<file path="src/rtl/twin_read_ram_pkg.sv">
package twin_read_ram_pkg;
  typedef enum logic {
    PH_A = 1'b0,
    PH_B = 1'b1
  } phase_e;
endpackage

</file>
<file path="src/rtl/twin_read_phase.sv">
module twin_read_phase
  import twin_read_ram_pkg::*;
(
  input  logic   clk_i,
  input  logic   rst_ni,
  output phase_e phase_o
);
  phase_e ph_q;

  always_ff @(posedge clk_i or negedge rst_ni) begin
    if (!rst_ni) ph_q <= PH_A;
    else         ph_q <= (ph_q == PH_A) ? PH_B : PH_A;
  end

  assign phase_o = ph_q;
endmodule

</file>
<file path="src/rtl/twin_read_array.sv">
module twin_read_array #(
  parameter int DEPTH = 256,
  parameter int WIDTH = 16,
  localparam int AW = $clog2(DEPTH)
) (
  input  logic             clk_i,
  input  logic             we_i,
  input  logic [AW-1:0]    addr_i,
  input  logic [WIDTH-1:0] wdata_i,
  output logic [WIDTH-1:0] rdata_o
);
  logic [WIDTH-1:0] mem_q [DEPTH];

  initial begin
    for (int i = 0; i < DEPTH; i++) mem_q[i] = '0;
  end

  always_ff @(posedge clk_i) begin
    if (we_i) mem_q[addr_i] <= wdata_i;
  end

  assign rdata_o = mem_q[addr_i];
endmodule

</file>
<file path="src/rtl/twin_read_sched.sv">
module twin_read_sched
  import twin_read_ram_pkg::*;
#(
  parameter int DEPTH = 256,
  parameter int WIDTH = 16,
  localparam int AW = $clog2(DEPTH)
) (
  input  logic             clk_i,
  input  logic             rst_ni,
  input  phase_e           phase_i,
  input  logic [AW-1:0]    rd_a_addr_i,
  input  logic [AW-1:0]    rd_b_addr_i,
  input  logic             wr_en_i,
  input  logic [AW-1:0]    wr_addr_i,
  input  logic [WIDTH-1:0] wr_data_i,
  output logic [AW-1:0]    ram_addr_o,
  output logic             ram_we_o,
  output logic [WIDTH-1:0] ram_wdata_o,
  input  logic [WIDTH-1:0] ram_rdata_i,
  output logic [WIDTH-1:0] rd_a_data_o,
  output logic [WIDTH-1:0] rd_b_data_o
);
  logic             pend_v_q;
  logic [AW-1:0]    pend_addr_q;
  logic [WIDTH-1:0] pend_data_q;
  logic [WIDTH-1:0] a_stage_q, a_out_q, b_out_q;
  logic             fwd_a;

  // B slot is lent to the pending write
  always_comb begin
    ram_addr_o = rd_a_addr_i;
    if (phase_i == PH_B) ram_addr_o = pend_v_q ? pend_addr_q : rd_b_addr_i;
  end
  assign ram_we_o    = (phase_i == PH_B) && pend_v_q;
  assign ram_wdata_o = pend_data_q;
  assign fwd_a       = pend_v_q && (pend_addr_q == rd_a_addr_i);

  always_ff @(posedge clk_i or negedge rst_ni) begin
    if (!rst_ni) begin
      pend_v_q    <= 1'b0;
      pend_addr_q <= '0;
      pend_data_q <= '0;
      a_stage_q   <= '0;
      a_out_q     <= '0;
      b_out_q     <= '0;
    end else if (phase_i == PH_A) begin
      a_stage_q <= fwd_a ? pend_data_q : ram_rdata_i;
    end else begin
      a_out_q <= a_stage_q;
      if (!pend_v_q) b_out_q <= ram_rdata_i;
      pend_v_q    <= wr_en_i;
      pend_addr_q <= wr_addr_i;
      pend_data_q <= wr_data_i;
    end
  end

  assign rd_a_data_o = a_out_q;
  assign rd_b_data_o = b_out_q;
endmodule

</file>
<file path="src/rtl/twin_read_ram.sv">
module twin_read_ram
  import twin_read_ram_pkg::*;
#(
  parameter int DEPTH = 256,
  parameter int WIDTH = 16,
  localparam int AW = $clog2(DEPTH)
) (
  input  logic             clk_i,
  input  logic             rst_ni,
  output logic             core_ce_o,
  input  logic [AW-1:0]    rd_a_addr_i,
  output logic [WIDTH-1:0] rd_a_data_o,
  input  logic [AW-1:0]    rd_b_addr_i,
  output logic [WIDTH-1:0] rd_b_data_o,
  input  logic             wr_en_i,
  input  logic [AW-1:0]    wr_addr_i,
  input  logic [WIDTH-1:0] wr_data_i
);
  phase_e           phase;
  logic [AW-1:0]    ram_addr;
  logic             ram_we;
  logic [WIDTH-1:0] ram_wdata, ram_rdata;

  twin_read_phase u_phase (
    .clk_i   (clk_i),
    .rst_ni  (rst_ni),
    .phase_o (phase)
  );

  twin_read_sched #(.DEPTH(DEPTH), .WIDTH(WIDTH)) u_sched (
    .clk_i       (clk_i),
    .rst_ni      (rst_ni),
    .phase_i     (phase),
    .rd_a_addr_i (rd_a_addr_i),
    .rd_b_addr_i (rd_b_addr_i),
    .wr_en_i     (wr_en_i),
    .wr_addr_i   (wr_addr_i),
    .wr_data_i   (wr_data_i),
    .ram_addr_o  (ram_addr),
    .ram_we_o    (ram_we),
    .ram_wdata_o (ram_wdata),
    .ram_rdata_i (ram_rdata),
    .rd_a_data_o (rd_a_data_o),
    .rd_b_data_o (rd_b_data_o)
  );

  twin_read_array #(.DEPTH(DEPTH), .WIDTH(WIDTH)) u_array (
    .clk_i   (clk_i),
    .we_i    (ram_we),
    .addr_i  (ram_addr),
    .wdata_i (ram_wdata),
    .rdata_o (ram_rdata)
  );

  assign core_ce_o = (phase == PH_B);
endmodule

</file>
<file path="config.mk">
export PLATFORM = sky130hd
export DESIGN_NAME = twin_read_ram
export DESIGN_NICKNAME = d
export VERILOG_FILES = /design/src/rtl/twin_read_ram_pkg.sv /design/src/rtl/twin_read_phase.sv /design/src/rtl/twin_read_array.sv /design/src/rtl/twin_read_sched.sv /design/src/rtl/twin_read_ram.sv
export SDC_FILE = /design/constraint.sdc
export NUM_CORES = 2
export LEC_CHECK = 0
export BUFFER_PORTS_ARGS = -buffer_cell sky130_fd_sc_hd__buf_2
export CAP_MARGIN = 20
export CORE_MARGIN = 5
export CORE_UTILIZATION = 35
export DETAILED_ROUTE_END_ITERATION = 8
export GPL_ROUTABILITY_DRIVEN = 0
export PLACE_DENSITY_LB_ADDON = 0.08
export SYNTH_ARGS = -nofsm -noshare
export SYNTH_HDL_FRONTEND = slang
export SYNTH_SLANG_ARGS = --single-unit
</file>
<file path="constraint.sdc">
create_clock -name clk_i -period 3.8 [get_ports clk_i]
set_clock_uncertainty 0.15 [all_clocks]
set_input_delay 0.76 -clock clk_i [delete_from_list [all_inputs] [get_ports clk_i]]
set_output_delay 0.76 -clock clk_i [all_outputs]
set_load 0.05 [all_outputs]
</file>
==> metrics.md <==
| Metric | Value |
|---|---|
| WP buf/inv | 5 |
| Adder-cell share of the synthesized area | 0 |
| Simple-gate share of the synthesized area | 0.0732 |
| Final setup TNS | -8.72 ns |
| Violated checks | setup timing |
| # port buffers | 75 |
| Yosys cell types | 51 |
| Hold path start | wr_addr_i[3] |
| Layout cells sized above 1 | 0.250 |
| Comb power frac | 0.113 |
| Crit Path Class | reg2reg |
| Synth async-reset ratio | 0.0177 |
| Most frequent cells in the layout | edfxtp_1, nand2_1, buf_4 |
| Crit path cell chain | mux2i_4 > buf_12 > a21oi_4 > buf_4 > buf_12 > buf_12 > buf_6 > a21oi_1 > a221oi_1 > nor3_1 > nor3_1 > o31ai_1 > nand4_1 > a221o_1 |
| Area delta synth->final | 27.3% |
| Setup crit start | u_sched.pend_v_q |
| Vias | roughly 110k |
| Dominant synthesized flop cell | edfxtp_1 |
| Post-synth EDFFs | 4096 |
| Detailed placement HPWL | about 390000 µm |
| H-tree depth | 5 |
| Antenna violations before repair | 33 |
| Ranking of synthesized cells by area | edfxtp_1, nand2_1, a221oi_1 |
| Initial Util | 0.352 |
| Total internal power | just under 0.08 W |
| Mean area per synthesized cell | around 14 µm² |
| Placeable core region | between 400000 and 500000 µm² |
| Total track usage | 0.240 |
| Status | finished, violations left |
| Grt total ovfl | 0 |
| Total Power | 0.106 W |
| Switching Fraction | 0.252 |
| First-pass GRT wire length | ~860000 µm |
| Rows | between 200 and 300 |
| Pin count of the biggest net entering global routing | 141 |
| CP required | 4.57 ns |
| I/O Pins | 76 |
| Slowest cell on crit path | nor3_1 |
| Area leader, netlist | edfxtp_1 |
| Top Family by Delay on Critical Path | simple AND/OR/NAND/NOR gates |
| Fin. Hold Viols | 0 |
| Max Freq | approximately 240 MHz |
| Min cycle time layout | 4.20 ns |
| Worst-path clk slew | roughly 0.060 ns |
| CTS root buf | clkbuf_16 |
| Die span in x | around 700 µm |
| Max_cap viols | 0 |
| Synthesis-stage register bit count | 4170 |
| Pins Over Slew Limit | 0 |
| Slew headroom | 0.175 |
| Sequential power share | 0.480 |
| Final ANT Viol Nets | 0 |
| CTS buffer count | between 400 and 500 |
| CP Capture Type | register |
| Via density | around 5.6 |
| Tightest Pin Transition | ~1.2 ns |
| DRC Markers | 0 |
| Post-synthesis compound-gate area fraction | 0.139 |
| Sw power | between 0.02 and 0.03 W |
| Crit-path most repeated cell | buf_12 |
| Nature of the critical path startpoint | register |
| Cell count after synthesis | roughly 12000 |
| Combinational family with the most area after synthesis | compound AO/OA/AOI/OAI gates |
| Final setup vio count | 32 |
| VDD IR max | around 0.41 mV |
| Routed Wire Length | roughly 630000 µm |
| Sequential fraction of the synthesis area | 0.741 |
| NumNets Final | ~13000 |
| Iter 0 DRT Violations | roughly 11000 |
| Mux cell area share after synthesis | 0.00994 |
| Worst r2r src | u_sched.pend_v_q |
| Yosys warning total | 0 |
| Mapped Area | roughly 170000 µm² |
| CTS tree | yes |
| Net Count, Synth | approximately 12000 |
| Fin util | 0.448 |
| Total die area | ~500000 µm² |
| Vias in the first global route | roughly 110k |
| Clock power share | 0.407 |
| Worst EP arrival | about 5.0 ns |
| Leakage | slightly above 70 nW |
| Crit-path max FO | 41 |
| RSZ-0062 raised after global routing | yes |
| Longest Clk Path Bufs | 4 |
| Routed WL per cell | approximately 31 µm |
| Die Span Y | ~700 µm |
| P per Cell Area | 496 nW/µm² |
| Clock Sink Count | ~4200 |
| Tcrit/Tclk final | 1.10 |
| Most common cell after layout, fill and taps aside | edfxtp_1 |
| Synth Area in XOR/XNOR | 0.000416 |
| Worst Hold Class | in2reg |
| Router iterations before antenna repair | 6 |
| Worst setup margin | -0.396 ns |
| Critical Path Max Stage Delay | slightly below 0.8 ns |
| Area share of the largest cell type after synthesis | 0.730 |
| Clock Latency Late Sink | 1.04 ns |
==> flip-flops by register name, indices dropped and copies added, names as in the netlist <==
name / count
u_array.mem_q: 4096
u_sched.a_stage_q: 16
u_sched.ram_wdata_o: 16
u_sched.rd_a_data_o: 16
u_sched.rd_b_data_o: 16
u_sched.pend_addr_q: 8
u_phase.phase_o: 1
u_sched.pend_v_q: 1
==> cell type report <==
| cell class | count | area (µm²) |
|---|---|---|
| Multi-Input combinational cell | 6233 | 43000 |
| Clock inverter | 259 | 1990 |
| Antenna cell | 16 | 40.0 |
| Tap cell | 6400 | 8010 |
| Sequential cell | 4170 | 125000 |
| Timing Repair Buffer | 1972 | 22600 |
| Inverter | 385 | 1450 |
| Fill cell | 42602 | 264000 |
| Clock buffer | 599 | 12500 |
==> per-layer routing <==
layer  vias to the layer above  share of wire  global-route usage
li1                      49185              -                   -
met1                     59015           0.43               0.334
met3                       809          0.059              0.0340
met4                        10          0.037              0.0743
met5                         -        0.00011                   0
met2                      3722           0.47               0.391
==> metrics by stage <==
| step | cells | hold WS [ns] | setup WS (ns) | cell area, µm² |
|---|---|---|---|---|
| global placement | 18977 | 0.317 | -2.14 | 192000 |
| floorplan | 11810 | 0.314 | -0.175 | 168000 |
| detailed placement | 18988 | 0.318 | -2.04 | 192000 |
| CTS | 19885 | 0.00942 | -0.458 | 208000 |
| finish | 20034 | 0.128 | -0.396 | 214000 |
| global route | 20020 | 0.0584 | -0.429 | 214000 |
==> logic make-up (layout without fill, tap and decap cells) <==
kind of cell	Yosys count	after routing
AO/OA/AOI/OAI	3232	3232
XOR/XNOR	8	8
buffers and inverters	1408	3215
flip-flops	4170	4170
multiplexers	162	162
other	0	16
AND/OR/NAND/NOR	2830	2831
==> worst register-to-register path, cell delays in order (launching register included) <==
cell and delay, ns:
dfrtp_2 0.44, mux2i_4 0.27, buf_12 0.16, a21oi_4 0.09, buf_4 0.20, buf_12 0.18, buf_12 0.20, buf_6 0.25
a21oi_1 0.20, a221oi_1 0.10, nor3_1 0.78, nor3_1 0.13, o31ai_1 0.33, nand4_1 0.24, a221o_1 0.37
==> timing repair <==
action                                  4_1_cts  5_1_grt
cloned                                        9       38
endpoints found under the setup margin      897      151
pin swaps                                    49      182
buffers inserted                              8       99
resized for setup                           357      735
endpoints found under the hold margin        84        0
hold buffers                                 25        0
==> worst paths after layout <==
path | endpoint | slack, ns | cells past startpoint
max | u_sched.a_stage_q[14] | -0.40 | 14
min | u_sched.pend_addr_q[3] | 0.13 | 2
max reg2reg | u_sched.a_stage_q[14] | -0.40 | 14
min reg2reg | u_sched.rd_a_data_o[9] | 0.33 | 1
max in group asynchronous | u_sched.ram_wdata_o[12] | 2.44 | 2
min in group asynchronous | u_sched.rd_a_data_o[12] | 0.26 | 2
==> synth_stat cells (96+ instances only) <==
cell type  instances
nand2_1         1719
nor2_1           270
a211oi_1         704
a311oi_1         128
a21oi_1          949
clkbuf_1         543
o311ai_0         126
o32ai_1          144
buf_2            327
mux2i_1          134
nor2b_1          465
a221oi_1         702
edfxtp_1        4096
a22oi_1           96
nand3_1          132
nor3_1           189
a32oi_1          192
inv_1            384
==> power groups by stage <==
stage | combinational (W) | sequential (W) | clock, W
after floorplan | 0.00413 | 0.0523 | 0
after global placement | 0.0105 | 0.0519 | 0
after detailed placement | 0.0105 | 0.0519 | 0
after CTS | 0.0109 | 0.0510 | 0.0442
after global routing | 0.0125 | 0.0510 | 0.0461
final | 0.0120 | 0.0510 | 0.0433
(Power assumes the default switching activity.)
